File: src/rtl/dlPkg.sv
package dlPkg;

  typedef enum logic [1:0] {
    OP_ERASE = 2'd0,
    OP_PROG  = 2'd1,
    OP_READ  = 2'd2
  } cmdOp_e;

  // strobes from the sequencer to the datapath
  typedef struct packed {
    logic seedLoad;
    logic lfsrStep;
    logic pageClr;
    logic pageInc;
    logic iterClr;
    logic iterInc;
    logic ivClr;
    logic capture;
    logic popBit;
    logic clrSeen;
  } ctlStrb_t;

  // status flags returned by the datapath
  typedef struct packed {
    logic lastPage;
    logic checkDue;
    logic runOver;
    logic errAny;
    logic fifoFull;
  } pathStat_t;

  localparam logic [31:0] LFSR_MASK = 32'h8020_0003;

  function automatic logic [31:0] lfsrNext(input logic [31:0] s);
    return s[0] ? ((s >> 1) ^ LFSR_MASK) : (s >> 1);
  endfunction

endpackage

File: src/rtl/dlPath.sv
module dlPath
  import dlPkg::*;
#(
  parameter int          PAGES      = 4,
  parameter int          PAGE_BITS  = 16,
  parameter int          CYC_W      = 24,
  parameter int          FIFO_DEPTH = 4,
  parameter logic [31:0] SEED       = 32'h1D3C_5A97,
  localparam int         PG_W       = $clog2(PAGES),
  localparam int         BIT_W      = $clog2(PAGE_BITS)
) (
  input  logic                 clk,
  input  logic                 rst,
  input  ctlStrb_t             strb,
  output pathStat_t            stat,
  input  logic [CYC_W-1:0]     cfgInterval,
  input  logic [CYC_W-1:0]     cfgTotal,
  input  logic [PAGE_BITS-1:0] memData,
  output logic [PG_W-1:0]      cmdPage,
  output logic [PAGE_BITS-1:0] cmdData,
  output logic                 evValid,
  input  logic                 evReady,
  output logic [PG_W-1:0]      evPage,
  output logic [BIT_W-1:0]     evBit,
  output logic [CYC_W-1:0]     evCycle
);

  localparam int EV_W = PG_W + BIT_W + CYC_W;
  localparam int FA_W = $clog2(FIFO_DEPTH);

  logic [31:0]          lfsr;
  logic [PG_W-1:0]      pageIdx;
  logic [CYC_W-1:0]     iter, ivCnt, ivReg, totalReg;
  logic [PAGE_BITS-1:0] errVec, fresh;
  logic [PAGES-1:0][PAGE_BITS-1:0] seen;
  logic [BIT_W-1:0]     lowIdx;

  logic [EV_W-1:0]      fifoMem [FIFO_DEPTH];
  logic [FA_W-1:0]      wrPtr, rdPtr;
  logic [FA_W:0]        fifoCnt;
  logic                 doPush, doPop;

  // configuration is captured only while reset is held
  always_ff @(posedge clk) begin
    if (rst) begin
      ivReg    <= cfgInterval;
      totalReg <= cfgTotal;
    end
  end

  // generator and page pointer
  always_ff @(posedge clk) begin
    if (rst) begin
      lfsr    <= SEED;
      pageIdx <= '0;
    end else begin
      if (strb.seedLoad)      lfsr <= SEED;
      else if (strb.lfsrStep) lfsr <= lfsrNext(lfsr);
      if (strb.pageClr)       pageIdx <= '0;
      else if (strb.pageInc)  pageIdx <= pageIdx + 1'b1;
    end
  end

  // iteration and interval counters
  always_ff @(posedge clk) begin
    if (rst) begin
      iter  <= '0;
      ivCnt <= '0;
    end else begin
      if (strb.iterClr)      iter <= '0;
      else if (strb.iterInc) iter <= iter + 1'b1;
      if (strb.iterClr || strb.ivClr) ivCnt <= '0;
      else if (strb.iterInc)          ivCnt <= ivCnt + 1'b1;
    end
  end

  // compare against regenerated data, keep per-bit reported flags
  assign fresh = (memData ^ lfsr[PAGE_BITS-1:0]) & ~seen[pageIdx];

  always_comb begin
    lowIdx = '0;
    for (int i = PAGE_BITS - 1; i >= 0; i--) begin
      if (errVec[i]) lowIdx = BIT_W'(i);
    end
  end

  always_ff @(posedge clk) begin
    if (rst) begin
      seen   <= '0;
      errVec <= '0;
    end else if (strb.clrSeen) begin
      seen   <= '0;
      errVec <= '0;
    end else if (strb.capture) begin
      errVec        <= fresh;
      seen[pageIdx] <= seen[pageIdx] | fresh;
    end else if (strb.popBit) begin
      errVec[lowIdx] <= 1'b0;
    end
  end

  // event FIFO
  assign doPush = strb.popBit;
  assign doPop  = evValid && evReady;

  always_ff @(posedge clk) begin
    if (doPush) fifoMem[wrPtr] <= {pageIdx, lowIdx, iter};
  end

  always_ff @(posedge clk) begin
    if (rst) begin
      wrPtr   <= '0;
      rdPtr   <= '0;
      fifoCnt <= '0;
    end else begin
      if (doPush) wrPtr <= (wrPtr == FA_W'(FIFO_DEPTH - 1)) ? '0 : wrPtr + 1'b1;
      if (doPop)  rdPtr <= (rdPtr == FA_W'(FIFO_DEPTH - 1)) ? '0 : rdPtr + 1'b1;
      case ({doPush, doPop})
        2'b10:   fifoCnt <= fifoCnt + 1'b1;
        2'b01:   fifoCnt <= fifoCnt - 1'b1;
        default: fifoCnt <= fifoCnt;
      endcase
    end
  end

  assign evValid = (fifoCnt != '0);
  assign {evPage, evBit, evCycle} = fifoMem[rdPtr];

  assign cmdPage = pageIdx;
  assign cmdData = lfsr[PAGE_BITS-1:0];

  assign stat.lastPage = (pageIdx == PG_W'(PAGES - 1));
  assign stat.checkDue = (ivCnt == ivReg) || (iter == totalReg);
  assign stat.runOver  = (iter == totalReg);
  assign stat.errAny   = (errVec != '0);
  assign stat.fifoFull = (fifoCnt == (FA_W + 1)'(FIFO_DEPTH));

endmodule

File: src/rtl/dlCtrl.sv
module dlCtrl
  import dlPkg::*;
(
  input  logic      clk,
  input  logic      rst,
  input  logic      runStart,
  input  logic      memDone,
  input  pathStat_t stat,
  output ctlStrb_t  strb,
  output logic      cmdStart,
  output cmdOp_e    cmdOp,
  output logic      runDone
);

  typedef enum logic [3:0] {
    S_IDLE, S_ERASE_ISS, S_ERASE_WAIT, S_PROG_ISS, S_PROG_WAIT,
    S_RD_ISS, S_RD_WAIT, S_PASS_END, S_CHK_ISS, S_CHK_WAIT, S_SCAN, S_FIN
  } state_e;

  state_e state, nxt;

  always_ff @(posedge clk) begin
    if (rst) state <= S_IDLE;
    else     state <= nxt;
  end

  always_comb begin
    nxt      = state;
    strb     = '0;
    cmdStart = 1'b0;
    cmdOp    = OP_READ;
    runDone  = (state == S_FIN);
    case (state)
      S_IDLE, S_FIN: begin
        if (runStart) begin
          strb.seedLoad = 1'b1;
          strb.pageClr  = 1'b1;
          strb.iterClr  = 1'b1;
          strb.clrSeen  = 1'b1;
          nxt           = S_ERASE_ISS;
        end
      end
      S_ERASE_ISS: begin
        cmdOp = OP_ERASE;
        if (!stat.fifoFull) begin
          cmdStart = 1'b1;
          nxt      = S_ERASE_WAIT;
        end
      end
      S_ERASE_WAIT: if (memDone) nxt = S_PROG_ISS;
      S_PROG_ISS: begin
        cmdOp = OP_PROG;
        if (!stat.fifoFull) begin
          cmdStart = 1'b1;
          nxt      = S_PROG_WAIT;
        end
      end
      S_PROG_WAIT: begin
        if (memDone) begin
          strb.lfsrStep = 1'b1;
          if (stat.lastPage) begin
            strb.pageClr = 1'b1;
            nxt          = S_RD_ISS;
          end else begin
            strb.pageInc = 1'b1;
            nxt          = S_PROG_ISS;
          end
        end
      end
      S_RD_ISS: begin
        if (!stat.fifoFull) begin
          cmdStart = 1'b1;
          nxt      = S_RD_WAIT;
        end
      end
      S_RD_WAIT: begin
        if (memDone) begin
          if (stat.lastPage) begin
            strb.pageClr = 1'b1;
            strb.iterInc = 1'b1;
            nxt          = S_PASS_END;
          end else begin
            strb.pageInc = 1'b1;
            nxt          = S_RD_ISS;
          end
        end
      end
      S_PASS_END: begin
        if (stat.checkDue) begin
          strb.seedLoad = 1'b1;
          nxt           = S_CHK_ISS;
        end else begin
          nxt = S_RD_ISS;
        end
      end
      S_CHK_ISS: begin
        if (!stat.fifoFull) begin
          cmdStart = 1'b1;
          nxt      = S_CHK_WAIT;
        end
      end
      S_CHK_WAIT: begin
        if (memDone) begin
          strb.capture = 1'b1;
          nxt          = S_SCAN;
        end
      end
      S_SCAN: begin
        if (stat.errAny) begin
          if (!stat.fifoFull) strb.popBit = 1'b1;
        end else begin
          strb.lfsrStep = 1'b1;
          if (stat.lastPage) begin
            strb.pageClr = 1'b1;
            if (stat.runOver) begin
              nxt = S_FIN;
            end else begin
              strb.ivClr = 1'b1;
              nxt        = S_RD_ISS;
            end
          end else begin
            strb.pageInc = 1'b1;
            nxt          = S_CHK_ISS;
          end
        end
      end
      default: nxt = S_IDLE;
    endcase
  end

endmodule

File: src/rtl/disturbLogger.sv
module disturbLogger
  import dlPkg::*;
#(
  parameter int          PAGES      = 4,
  parameter int          PAGE_BITS  = 16,
  parameter int          CYC_W      = 24,
  parameter int          FIFO_DEPTH = 4,
  parameter logic [31:0] SEED       = 32'h1D3C_5A97,
  localparam int         PG_W       = $clog2(PAGES),
  localparam int         BIT_W      = $clog2(PAGE_BITS)
) (
  input  logic                 clk,
  input  logic                 rst,
  input  logic [CYC_W-1:0]     cfgInterval,
  input  logic [CYC_W-1:0]     cfgTotal,
  input  logic                 runStart,
  output logic                 runDone,
  output logic                 cmdStart,
  output logic [1:0]           cmdOp,
  output logic [PG_W-1:0]      cmdPage,
  output logic [PAGE_BITS-1:0] cmdData,
  input  logic                 memDone,
  input  logic [PAGE_BITS-1:0] memData,
  output logic                 evValid,
  input  logic                 evReady,
  output logic [PG_W-1:0]      evPage,
  output logic [BIT_W-1:0]     evBit,
  output logic [CYC_W-1:0]     evCycle
);

  ctlStrb_t  strb;
  pathStat_t stat;
  cmdOp_e    opCode;

  dlCtrl uCtrl (
    .clk      (clk),
    .rst      (rst),
    .runStart (runStart),
    .memDone  (memDone),
    .stat     (stat),
    .strb     (strb),
    .cmdStart (cmdStart),
    .cmdOp    (opCode),
    .runDone  (runDone)
  );

  dlPath #(
    .PAGES      (PAGES),
    .PAGE_BITS  (PAGE_BITS),
    .CYC_W      (CYC_W),
    .FIFO_DEPTH (FIFO_DEPTH),
    .SEED       (SEED)
  ) uPath (
    .clk         (clk),
    .rst         (rst),
    .strb        (strb),
    .stat        (stat),
    .cfgInterval (cfgInterval),
    .cfgTotal    (cfgTotal),
    .memData     (memData),
    .cmdPage     (cmdPage),
    .cmdData     (cmdData),
    .evValid     (evValid),
    .evReady     (evReady),
    .evPage      (evPage),
    .evBit       (evBit),
    .evCycle     (evCycle)
  );

  assign cmdOp = opCode;

endmodule

File: config.mk
export PLATFORM = sky130hd
export DESIGN_NAME = disturbLogger
export DESIGN_NICKNAME = d
export VERILOG_FILES = /design/src/rtl/dlPkg.sv /design/src/rtl/dlPath.sv /design/src/rtl/dlCtrl.sv /design/src/rtl/disturbLogger.sv
export SDC_FILE = /design/constraint.sdc
export NUM_CORES = 1
export LEC_CHECK = 0
export ABC_AREA = 1
export BUFFER_PORTS_ARGS = -buffer_cell sky130_fd_sc_hd__buf_2
export CORE_ASPECT_RATIO = 1.2
export CORE_MARGIN = 2
export CORE_UTILIZATION = 45
export CTS_CLUSTER_DIAMETER = 50
export DETAILED_ROUTE_END_ITERATION = 8
export GPL_ROUTABILITY_DRIVEN = 0
export PLACE_DENSITY = 0.74
export SYNTH_ARGS = -nofsm -noshare
export SYNTH_HDL_FRONTEND = slang
export SYNTH_SLANG_ARGS = --single-unit
File: constraint.sdc
create_clock -name clk -period 7.2 [get_ports clk]
set_input_delay 1.44 -clock clk [delete_from_list [all_inputs] [get_ports clk]]
set_output_delay 1.44 -clock clk [all_outputs]
set_load 0.005 [all_outputs]
==> results.sh <==
export IMPL_status="complete, no violations"
export IMPL_critPathKind="reg -> out"
export IMPL_grt_pass1_vias=10800
export IMPL_reg2reg_from="uCtrl.state[3]"
export IMPL_holdCritStartpoint="uPath.lfsr[17]"
export IMPL_synthesis_area_sq_um=14700
export IMPL_cts_root_buffer_cell="clkbuf_16"
export IMPL_critical_path_arrival_ps=2710
export IMPL_wl_microns=33100
export IMPL_async_reset_ff_share_pct=0
export IMPL_endpoint_kind="output pin"
export IMPL_synth_area_per_cell_sq_um=9.57
export IMPL_synth_edf_count=168
export IMPL_worst_pin_slew_ps=1050
export IMPL_cp_data_required_time_ps=5760
export IMPL_drive_gt1_share_pct=15.3
export IMPL_report_final_slew_viol_count=0
export IMPL_hpwl_microns=21900
export IMPL_vias=11100
export IMPL_period_needed_ps=4150
export IMPL_fp_dieH_microns=202
export IMPL_die_x_microns=169
export IMPL_seqPwrFrac_pct=50.2
export IMPL_io_buffers=121
export IMPL_timing_fmax_mhz=241
export IMPL_start_kind="flip-flop"
export IMPL_syn_num_nets=1616
export IMPL_period_share_pct=57.7
export IMPL_worstHoldPathCells=2
export IMPL_die_area_sq_um=34100
export IMPL_tns_ps=0
export IMPL_setup_viol=0
export IMPL_h_tree_depth=2
export IMPL_drt_antenna_violating_nets=0
export IMPL_p_leak_nw=6.08
export IMPL_whs_endpoint="uPath.lfsr[16]"
export IMPL_clkPwrFrac_pct=44.6
export IMPL_r2r_end="uPath.lfsr[9]"
export IMPL_ctsHoldBuffers=0
export IMPL_synth_area_leaders="edfxtp_1, dfxtp_1, o21ai_0"
export IMPL_switching_share_pct=21.4
export IMPL_cts_buffers_inserted=36
export IMPL_rrSetupSlack_ps=3900
export IMPL_max_vdd_ir_drop_mv=0.202
export IMPL_yosysSeqAreaShare_pct=58.2
export IMPL_num_io_pins=122
export IMPL_ys_flop_type="dfxtp_1"
export IMPL_p_sw_mw=0.890
export IMPL_grt_ovfl_total=0
export IMPL_hp_class="reg -> reg"
export IMPL_grt_antenna_before_repair=2
export IMPL_power_total_mw=4.16
export IMPL_wl_met3_microns=1870
export IMPL_top_layer="met4"
export IMPL_synth_top_area_cell="edfxtp_1"
export IMPL_drv_cap=0
export IMPL_synth_top_area_share_pct=34.4
export IMPL_nets=1712
export IMPL_ctsLongestPathBuffers=3
export IMPL_crit_fanout=61
export IMPL_reg2reg_depth=11
export IMPL_p_per_area_nw_per_um2=248
export IMPL_wl_per_cell_microns=16.0
export IMPL_grt_max_degree=66
export IMPL_skew_ps=28.5
export IMPL_synth_cell_type_count=48
export IMPL_wl_met2_microns=16800
export IMPL_hold_violations=0
export IMPL_yosysWarnings=0
export IMPL_drt_initial_drc_count=976
export IMPL_path_clk_slew_ps=60
export IMPL_insertion_delay_ps=520
export IMPL_postSynthCellCount=1534
export IMPL_area_growth_syn_to_layout_pct=14.3
export IMPL_drt_met1_wl_microns=13800
export IMPL_cts_tree="done"
export IMPL_cts_sinks=343
export IMPL_ys_ff_latch=343
export IMPL_drc=0
export IMPL_max_slew_margin_pct=30.1
export IMPL_track_usage_pct=19.4
export IMPL_cts_repair_resized=0
export IMPL_grt_first_pass_wirelength_microns=53400
export IMPL_rows=72
export IMPL_drt_pass1_iter_count=5
export IMPL_cts_setup_buffers=0
export IMPL_core_sq_um=32200
export IMPL_start_util_pct=45.6
export IMPL_rsz0062_at_grt="no"
export IMPL_routed_via_density=5.40
export IMPL_internal_power_mw=3.27
export IMPL_p_comb_share_pct=5.2
-- layout make-up --
cell class                      count  area [sq um]
Multi-Input combinational cell    988          5310
Antenna cell                        2          5.00
Timing Repair Buffer              138           733
Inverter                          123           463
Clock inverter                     14           180
Sequential cell                   343          8550
Tap cell                          407           509
Fill cell                        2817         15400
Clock buffer                       51          1020
-- cells in the mapped netlist, drive strengths merged, types with 2 or more instances --
cell / count
nor4: 6
nand4: 22
o22ai: 47
nor3b: 5
inv: 120
ha: 12
buf: 31
a2111oi: 2
o211ai: 3
dfxtp: 175
edfxtp: 168
xor2: 33
or2: 11
clkbuf: 49
nand2: 182
nor3: 13
o31ai: 7
nor2: 208
o21ai: 181
clkinv: 3
a21oi: 127
nand3b: 16
xnor2: 44
o2111ai: 3
nand3: 59
-- critical path: stages (launching register included) --
cell and delay (ps):
dfxtp_2 310, buf_4 290, inv_1 560, buf_4 480, o21ai_0 160, o22ai_1 220, buf_2 150
-- how the worst max path moves through the flow --
stage | endpoint | slack, ps | cells after the start
2_1_floorplan | uPath.fifoMem[0][0] | 4170 | 8
3_3_place_gp | uPath.lfsr[7] | 3100 | 7
3_5_place_dp | uPath.lfsr[7] | 2960 | 7
4_1_cts | evCycle[13] | 3000 | 6
5_1_grt | evCycle[9] | 2840 | 6
6_report | evCycle[13] | 3050 | 6
-- state kept, by name, summed over array words and instances (netlist names), named ones only --
signal,count
uPath.fifoMem,120
uPath.wrPtr,2
uPath.ivCnt,24
uPath.errVec,16
uCtrl.state,4
uPath.fifoCnt,3
uPath.rdPtr,2
uPath.lfsr,32
uPath.totalReg,24
uPath.seen,64
uPath.ivReg,24
uPath.iter,24
uPath.cmdPage,2
-- cell usage in the layout (no fill, tap or decap), types with 7 or more instances in the layout --
master / instances
o22ai_1: 47
nand2_1: 177
nand4_1: 18
buf_4: 17
nand3_1: 53
nor2_2: 10
nand3b_1: 16
buf_2: 121
clkbuf_1: 10
nor2_4: 9
edfxtp_1: 168
dfxtp_1: 174
xnor2_1: 44
inv_2: 10
nor2_1: 188
nor3_1: 11
o31ai_1: 7
o21ai_0: 178
ha_1: 12
inv_1: 110
a21oi_1: 127
or2_2: 11
xor2_1: 33
clkbuf_16: 37
-- logic make-up (layout without fill, tap and decap cells) --
kind of cell / Yosys count / after routing / share of synthesized area (%)
buffers and inverters: 203 / 326 / 5.69
other: 0 / 2 / 0
and+or+nand+nor: 522 / 522 / 16.6
AOI/OAI and AO/OA: 376 / 376 / 13.7
DFF: 343 / 343 / 58.2
xor gates and xnor gates: 77 / 77 / 4.60
adders and majority gates: 13 / 13 / 1.16
-- power by group through the flow --
| stage | Combinational [mW] | Clock [mW] | Sequential [mW] |
|---|---|---|---|
| final | 0.217 | 1.85 | 2.09 |
| after global routing | 0.241 | 1.96 | 2.09 |
| after CTS | 0.216 | 1.88 | 2.09 |
| after detailed placement | 0.215 | 0 | 2.13 |
| after global placement | 0.211 | 0 | 2.13 |
| after floorplan | 0.142 | 0 | 2.12 |
-- routing by layer --
layer  track usage, %  vias to the layer above
li1                 -                     5445
met1             24.0                     5334
met2             34.7                      327
met3             2.84                       43
met4             6.19                        0
met5                0                        -
-- stage by stage --
step	instances	cell area [sq um]	hold slack (ps)	utilization (%)	setup WS [ps]
after floorplan	1534	14700	437	-	4170
after global placement	1999	15600	448	48.4	3100
after detailed placement	1999	15600	452	48.4	2960
after CTS	2064	16800	460	52.1	3000
after global routing	2064	16800	473	52.1	2840
final	2066	16800	463	52.1	3050
Power figures use the tool's default switching activity.
